### src/rtl/bmdma_pkg.sv
package bmdma_pkg;
  localparam int unsigned DATA_W    = 32;
  localparam int unsigned LANES     = DATA_W / 8;
  localparam logic [7:0]  NOIMP_BYTE = 8'hFF;

  typedef struct packed {
    logic dir;
    logic start;
  } cmd_t;

  typedef struct packed {
    logic cap1;
    logic cap0;
    logic irq;
    logic err;
    logic act;
  } sts_t;

  function automatic logic [7:0] cmd_to_byte(cmd_t c);
    return {4'b0000, c.dir, 2'b00, c.start};
  endfunction

  function automatic logic [7:0] sts_to_byte(sts_t s);
    return {1'b0, s.cap1, s.cap0, 2'b00, s.irq, s.err, s.act};
  endfunction
endpackage

### src/rtl/bmdma_chan.sv
module bmdma_chan
  import bmdma_pkg::*;
(
  input  logic              clk_i,
  input  logic              rst_ni,
  input  logic              ctrl_we_i,
  input  logic              prd_we_i,
  input  logic [LANES-1:0]  be_i,
  input  logic [DATA_W-1:0] wdata_i,
  input  logic              done_i,
  input  logic              irq_set_i,
  input  logic              err_set_i,
  output logic [DATA_W-1:0] ctrl_rd_o,
  output logic [DATA_W-1:0] prd_rd_o,
  output logic              start_o,
  output logic              dir_o
);
  cmd_t              cmd_q;
  sts_t              sts_q, sts_d;
  logic [DATA_W-1:0] prd_q;
  logic              cmd_wr, sts_wr;
  logic [7:0]        sd;

  assign cmd_wr = ctrl_we_i & be_i[0];
  assign sts_wr = ctrl_we_i & be_i[2];
  assign sd     = wdata_i[23:16];

  always_comb begin
    sts_d = sts_q;
    if (cmd_wr)      sts_d.act = wdata_i[0];
    else if (done_i) sts_d.act = 1'b0;
    sts_d.irq = irq_set_i | (sts_q.irq & ~(sts_wr & sd[2]));
    sts_d.err = err_set_i | (sts_q.err & ~(sts_wr & sd[1]));
    if (sts_wr) begin
      sts_d.cap1 = sd[6];
      sts_d.cap0 = sd[5];
    end
  end

  always_ff @(posedge clk_i or negedge rst_ni) begin
    if (!rst_ni) begin
      cmd_q <= '0;
      sts_q <= '0;
    end else begin
      if (cmd_wr) begin
        cmd_q.start <= wdata_i[0];
        cmd_q.dir   <= wdata_i[3];
      end
      sts_q <= sts_d;
    end
  end

  // pointer: per-lane update, dword aligned
  for (genvar b = 0; b < LANES; b++) begin : g_prd_lane
    logic [7:0] lane_wd;
    if (b == 0) begin : g_low
      assign lane_wd = {wdata_i[7:2], 2'b00};
    end else begin : g_hi
      assign lane_wd = wdata_i[8*b +: 8];
    end
    always_ff @(posedge clk_i or negedge rst_ni) begin
      if (!rst_ni)                 prd_q[8*b +: 8] <= '0;
      else if (prd_we_i && be_i[b]) prd_q[8*b +: 8] <= lane_wd;
    end
  end

  assign ctrl_rd_o = {NOIMP_BYTE, sts_to_byte(sts_q), NOIMP_BYTE, cmd_to_byte(cmd_q)};
  assign prd_rd_o  = prd_q;
  assign start_o   = cmd_q.start;
  assign dir_o     = cmd_q.dir;

  AST_ACT_FOLLOWS_CMD: assert property (@(posedge clk_i) disable iff (!rst_ni)
    cmd_wr |=> (sts_q.act == $past(wdata_i[0])));
  AST_DONE_CLEARS_ACT: assert property (@(posedge clk_i) disable iff (!rst_ni)
    (done_i && !cmd_wr) |=> !sts_q.act);
  AST_STS_WR_KEEPS_ACT: assert property (@(posedge clk_i) disable iff (!rst_ni)
    (sts_wr && !cmd_wr && !done_i) |=> $stable(sts_q.act));
  AST_IRQ_SET_WINS: assert property (@(posedge clk_i) disable iff (!rst_ni)
    irq_set_i |=> sts_q.irq);
  AST_ERR_SET_WINS: assert property (@(posedge clk_i) disable iff (!rst_ni)
    err_set_i |=> sts_q.err);
  AST_IRQ_W1C: assert property (@(posedge clk_i) disable iff (!rst_ni)
    (sts_wr && sd[2] && !irq_set_i) |=> !sts_q.irq);
  AST_PRD_LANE1_HOLD: assert property (@(posedge clk_i) disable iff (!rst_ni)
    (prd_we_i && !be_i[1]) |=> $stable(prd_q[15:8]));
  AST_PRD_ALIGNED: assert property (@(posedge clk_i) disable iff (!rst_ni)
    prd_rd_o[1:0] == 2'b00);
endmodule

### src/rtl/bmdma_rdmux.sv
module bmdma_rdmux
  import bmdma_pkg::*;
#(
  parameter int unsigned N_WORDS = 4,
  localparam int unsigned SEL_W  = $clog2(N_WORDS)
) (
  input  logic                      clk_i,
  input  logic                      rst_ni,
  input  logic                      rd_en_i,
  input  logic [SEL_W-1:0]          sel_i,
  input  logic [N_WORDS*DATA_W-1:0] words_i,
  output logic [DATA_W-1:0]         rdata_o,
  output logic                      rvalid_o
);
  always_ff @(posedge clk_i or negedge rst_ni) begin
    if (!rst_ni) begin
      rdata_o  <= '0;
      rvalid_o <= 1'b0;
    end else begin
      rvalid_o <= rd_en_i;
      if (rd_en_i) rdata_o <= words_i[sel_i*DATA_W +: DATA_W];
    end
  end

  AST_RVALID_AFTER_RD: assert property (@(posedge clk_i) disable iff (!rst_ni)
    rd_en_i |=> rvalid_o);
  AST_NO_SPURIOUS_RVALID: assert property (@(posedge clk_i) disable iff (!rst_ni)
    !rd_en_i |=> !rvalid_o);
endmodule

### src/rtl/bmdma_regs.sv
module bmdma_regs
  import bmdma_pkg::*;
#(
  parameter int unsigned NUM_CH = 2,
  localparam int unsigned N_WORDS = NUM_CH * 2,
  localparam int unsigned ADDR_W  = $clog2(N_WORDS)
) (
  input  logic                     clk_i,
  input  logic                     rst_ni,
  input  logic                     req_i,
  input  logic                     we_i,
  input  logic [ADDR_W-1:0]        addr_i,
  input  logic [LANES-1:0]         be_i,
  input  logic [DATA_W-1:0]        wdata_i,
  output logic [DATA_W-1:0]        rdata_o,
  output logic                     rvalid_o,
  output logic [NUM_CH-1:0]        start_o,
  output logic [NUM_CH-1:0]        dir_o,
  output logic [NUM_CH*DATA_W-1:0] prd_base_o,
  input  logic [NUM_CH-1:0]        done_i,
  input  logic [NUM_CH-1:0]        irq_set_i,
  input  logic [NUM_CH-1:0]        err_set_i
);
  logic                      wr_en;
  logic [N_WORDS*DATA_W-1:0] words;

  assign wr_en = req_i & we_i;

  for (genvar c = 0; c < NUM_CH; c++) begin : g_ch
    logic ctrl_we, prd_we;
    logic [DATA_W-1:0] prd_w;
    assign ctrl_we = wr_en && (addr_i == ADDR_W'(2*c));
    assign prd_we  = wr_en && (addr_i == ADDR_W'(2*c+1));

    bmdma_chan u_chan (
      .clk_i     (clk_i),
      .rst_ni    (rst_ni),
      .ctrl_we_i (ctrl_we),
      .prd_we_i  (prd_we),
      .be_i      (be_i),
      .wdata_i   (wdata_i),
      .done_i    (done_i[c]),
      .irq_set_i (irq_set_i[c]),
      .err_set_i (err_set_i[c]),
      .ctrl_rd_o (words[(2*c)*DATA_W +: DATA_W]),
      .prd_rd_o  (prd_w),
      .start_o   (start_o[c]),
      .dir_o     (dir_o[c])
    );
    assign words[(2*c+1)*DATA_W +: DATA_W] = prd_w;
    assign prd_base_o[c*DATA_W +: DATA_W]  = prd_w;
  end

  bmdma_rdmux #(.N_WORDS(N_WORDS)) u_rdmux (
    .clk_i    (clk_i),
    .rst_ni   (rst_ni),
    .rd_en_i  (req_i & ~we_i),
    .sel_i    (addr_i),
    .words_i  (words),
    .rdata_o  (rdata_o),
    .rvalid_o (rvalid_o)
  );
endmodule

### config.mk
export PLATFORM = sky130hd
export DESIGN_NAME = bmdma_regs
export DESIGN_NICKNAME = d
export VERILOG_FILES = /design/src/rtl/bmdma_pkg.sv /design/src/rtl/bmdma_chan.sv /design/src/rtl/bmdma_rdmux.sv /design/src/rtl/bmdma_regs.sv
export SDC_FILE = /design/constraint.sdc
export NUM_CORES = 1
export LEC_CHECK = 0
export BUFFER_PORTS_ARGS = -buffer_cell sky130_fd_sc_hd__buf_2
export CORE_ASPECT_RATIO = 0.5
export CORE_MARGIN = 5
export CORE_UTILIZATION = 40
export DETAILED_ROUTE_END_ITERATION = 8
export PLACE_DENSITY = 0.66
export SYNTH_ARGS = -nofsm -noshare
export SYNTH_HDL_FRONTEND = slang
export SYNTH_HIERARCHICAL = 1
export SYNTH_SLANG_ARGS = --single-unit
### constraint.sdc
create_clock -name clk_i -period 1.3 [get_ports clk_i]
set_clock_uncertainty 0.15 [all_clocks]
set_input_delay 0.195 -clock clk_i [delete_from_list [all_inputs] [get_ports clk_i]]
set_output_delay 0.195 -clock clk_i [all_outputs]
set_load 0.01 [all_outputs]
==> flow_summary_export.csv <==
group,metric,value,unit
synthesis,ys_seq_elements,107,
setup_path,startpoint_type,"register",
drt,first_pass_iters,4,
drt,wl_met2,6840,µm
drt,wl_per_cell,16.7,µm
drt,ant_nets,0,
floorplan,initial_core_util,40.9,%
clock_network,cts_buffers,9,
hold_path,hold_path.class,"input pin to register",
clock_network,path_clk_slew,70,ps
pwr,p_comb_share,25.6,%
placement,dpl.hpwl,9710,µm
placement,io_buffers,143,
grt,grt_use_total,16.5,%
pwr,p_leak,3.52,nW
placement,place_inst,748,
floorplan,core.rowCount,30,
placement,gp_congestion,0.737,
timing,setup_viol,0,
hold_path,hold_depth,3,
setup_path,cp_max_fo,3,
floorplan,design.die.area,16500,µm²
drt,vias,3705,
clock_network,htreeDepth,3,
clock_network,cts_tree,"done",
floorplan,die_w,177,µm
drt,top_layer,"met4",
setup_path,cp_top_family,"flip-flops",
clock_network,cts_buffer_depth,2,
clock_network,cts.sinks,107,
pwr,power_frac_seq,43.7,%
timing,hold_viol,0,
run_status,outcome,"finished clean",
flow_run,drv_cap,0,
synthesis,syn-instance-count,412,
grt,grt_pass1_wl,21600,µm
drt,via_per_inst,4.63,
timing,clock.fmax,799,MHz
synthesis,yosys_warnings,6,
floorplan,die_h,93.4,µm
drt,drc,0,
synthesis,yosysUniqueCellTypes,22,
clock_network,clock_latency,330,ps
timing,period_share,96.2,%
pwr,p_switching,2.97,mW
drt,wl,13400,µm
cells_and_area,antenna_cells,0,
setup_path,path_buf_inv,1,
setup_path,crit_cells,1,
cells_and_area,stdcell_count,800,
timing,slew_violations,0,
drt,wl_met1,5920,µm
synthesis,syn_avg_cell_area,13.5,µm²
setup_path,critPathKind,"register to output pin",
pwr,clock_power_share,30.7,%
drt,drt_iter0_drc,145,
floorplan,ioPinCount,149,
grt,grt_max_degree,38,
setup_path,crit_chain,"buf_2",
pwr,vdd_drop_max,0.602,mV
pwr,switching_share,28.9,%
drt,routed-wl-met3,515,µm
cells_and_area,syn_to_final_growth,29.0,%
grt,grt_pass1_vias,4065,
pwr,p_total,10.3,mW
grt,grt_overflow,0,
pwr,power_density,1430,nW/µm²
cells_and_area,final_common_cell,"buf_2",
cells_and_area,final_layout_size_suffix_gt1_share,48.2,%
setup_path,critPathMaxStageDelay,420,ps
setup_path,crit_arrival,910,ps
setup_path,ff2ff_path_depth,2,
synthesis,yosysSeqAreaShare,48.1,%
floorplan,fp.coreArea,13600,µm²
timing,period_needed,1250,ps
pwr,p_int,7.31,mW
grt,antenna_found_initial,0,
cells_and_area,layout_common_cells,"buf_2, dfrtp_1, mux2_2, mux2i_1, conb_1",
clock_network,cts_root_buffer,"clkbuf_16",
cells_and_area,fin_nets,651,
setup_path,cp.required,950,ps
clock_network,cts_setup_buffers,0,
setup_path,slowest_stage,"dfrtp_1",
setup_path,cp-end-kind,"output pin",
synthesis,syn_area,5560,µm²
timing,rsz0062_at_grt,"false",
## per-layer routing
| metal | GRT usage, % | vias to the layer above |
|---|---|---|
| li1 | - | 1764 |
| met1 | 20.6 | 1871 |
| met2 | 29.7 | 64 |
| met3 | 4.00 | 6 |
| met4 | 2.70 | 0 |
| met5 | 0 | - |
## cell type report
type / instances / area, µm²
Clock buffer: 10 / 239
Clock inverter: 6 / 111
Fill cell: 1233 / 6410
Multi-Input combinational cell: 281 / 2490
Sequential cell: 107 / 2680
Tap cell: 192 / 240
Timing Repair Buffer: 204 / 1420
## kinds of logic (layout without fill, tap and decap cells)
family                 count (synthesis)  count (layout)  share of synthesized area, %
and+or+nand+nor                       57              57                          6.34
buffers and inverters                 74             220                          10.6
muxes                                134             134                          25.7
DFF                                  107             107                          48.1
other                                  4              54                         0.270
AOI/OAI and AO/OA                     36              36                          8.95
## metrics by stage
stage | area, µm² | util [%] | setup TNS, ps | setup WS [ps] | hold WS, ps
2_1_floorplan | 5750 | - | 0 | 49.7 | -251
3_3_place_gp | 6460 | 47.6 | -15260 | -211 | -76.2
3_5_place_dp | 6460 | 47.6 | -17060 | -244 | -74.4
4_1_cts | 7170 | 52.8 | 0 | 29.3 | 58.4
5_1_grt | 7170 | 52.8 | 0 | 3.86 | 82.7
6_report | 7170 | 52.8 | 0 | 49.1 | 70.8
## final timing paths
check	from	end	slack (ps)
min in group asynchronous	rst_ni	g_ch[1].u_chan/prd_rd_o[24]	120
setup reg to reg	g_ch[0].u_chan/ctrl_rd_o[16]	g_ch[0].u_chan/ctrl_rd_o[16]	280
setup / recovery	g_ch[0].u_chan/prd_rd_o[8]	prd_base_o[8]	50
hold / removal	done_i[1]	g_ch[1].u_chan/ctrl_rd_o[16]	70
hold reg to reg	g_ch[1].u_chan/ctrl_rd_o[18]	g_ch[1].u_chan/ctrl_rd_o[18]	340
max in group asynchronous	rst_ni	g_ch[1].u_chan/prd_rd_o[19]	410
## state kept, by name, indices dropped and copies added (netlist names)
name,cells
g_ch.u_chan/prd_rd_o,60
g_ch.u_chan/start_o,2
u_rdmux/rdata_o,32
g_ch.u_chan/dir_o,2
g_ch.u_chan/ctrl_rd_o,10
u_rdmux/rvalid_o,1
## synth_stat cells, drive strengths merged
library cell,n,area share (%)
dfrtp,107,48
buf,71,10
mux2,70,14
mux2i,64,12
nand2b,33,3.7
o221ai,32,8.4
nand2,13,1.1
a21o,4,0.54
conb,4,0.27
nand3,4,0.36
clkbuf,3,0.20
and4b,2,0.36
nor2b,2,0.22
and2b,1,0.14
and4,1,0.18
and4bb,1,0.22
## repair_timing
| item | 4_1_cts | 5_1_grt |
|---|---|---|
| hold endpoints to repair | 181 | 0 |
| gates resized for setup | 0 | 0 |
| hold buffers | 36 | 0 |
## power groups by stage
| stage | sequential (mW) | clock [mW] | combinational [mW] |
|---|---|---|---|
| final | 4.49 | 3.16 | 2.63 |
| after global routing | 4.59 | 3.39 | 2.90 |
| after CTS | 4.50 | 3.28 | 2.68 |
| after detailed placement | 4.56 | 0 | 2.59 |
| after global placement | 4.56 | 0 | 2.53 |
| after floorplan | 4.79 | 0 | 1.31 |
Note: power is estimated with default switching activity, not from simulation.
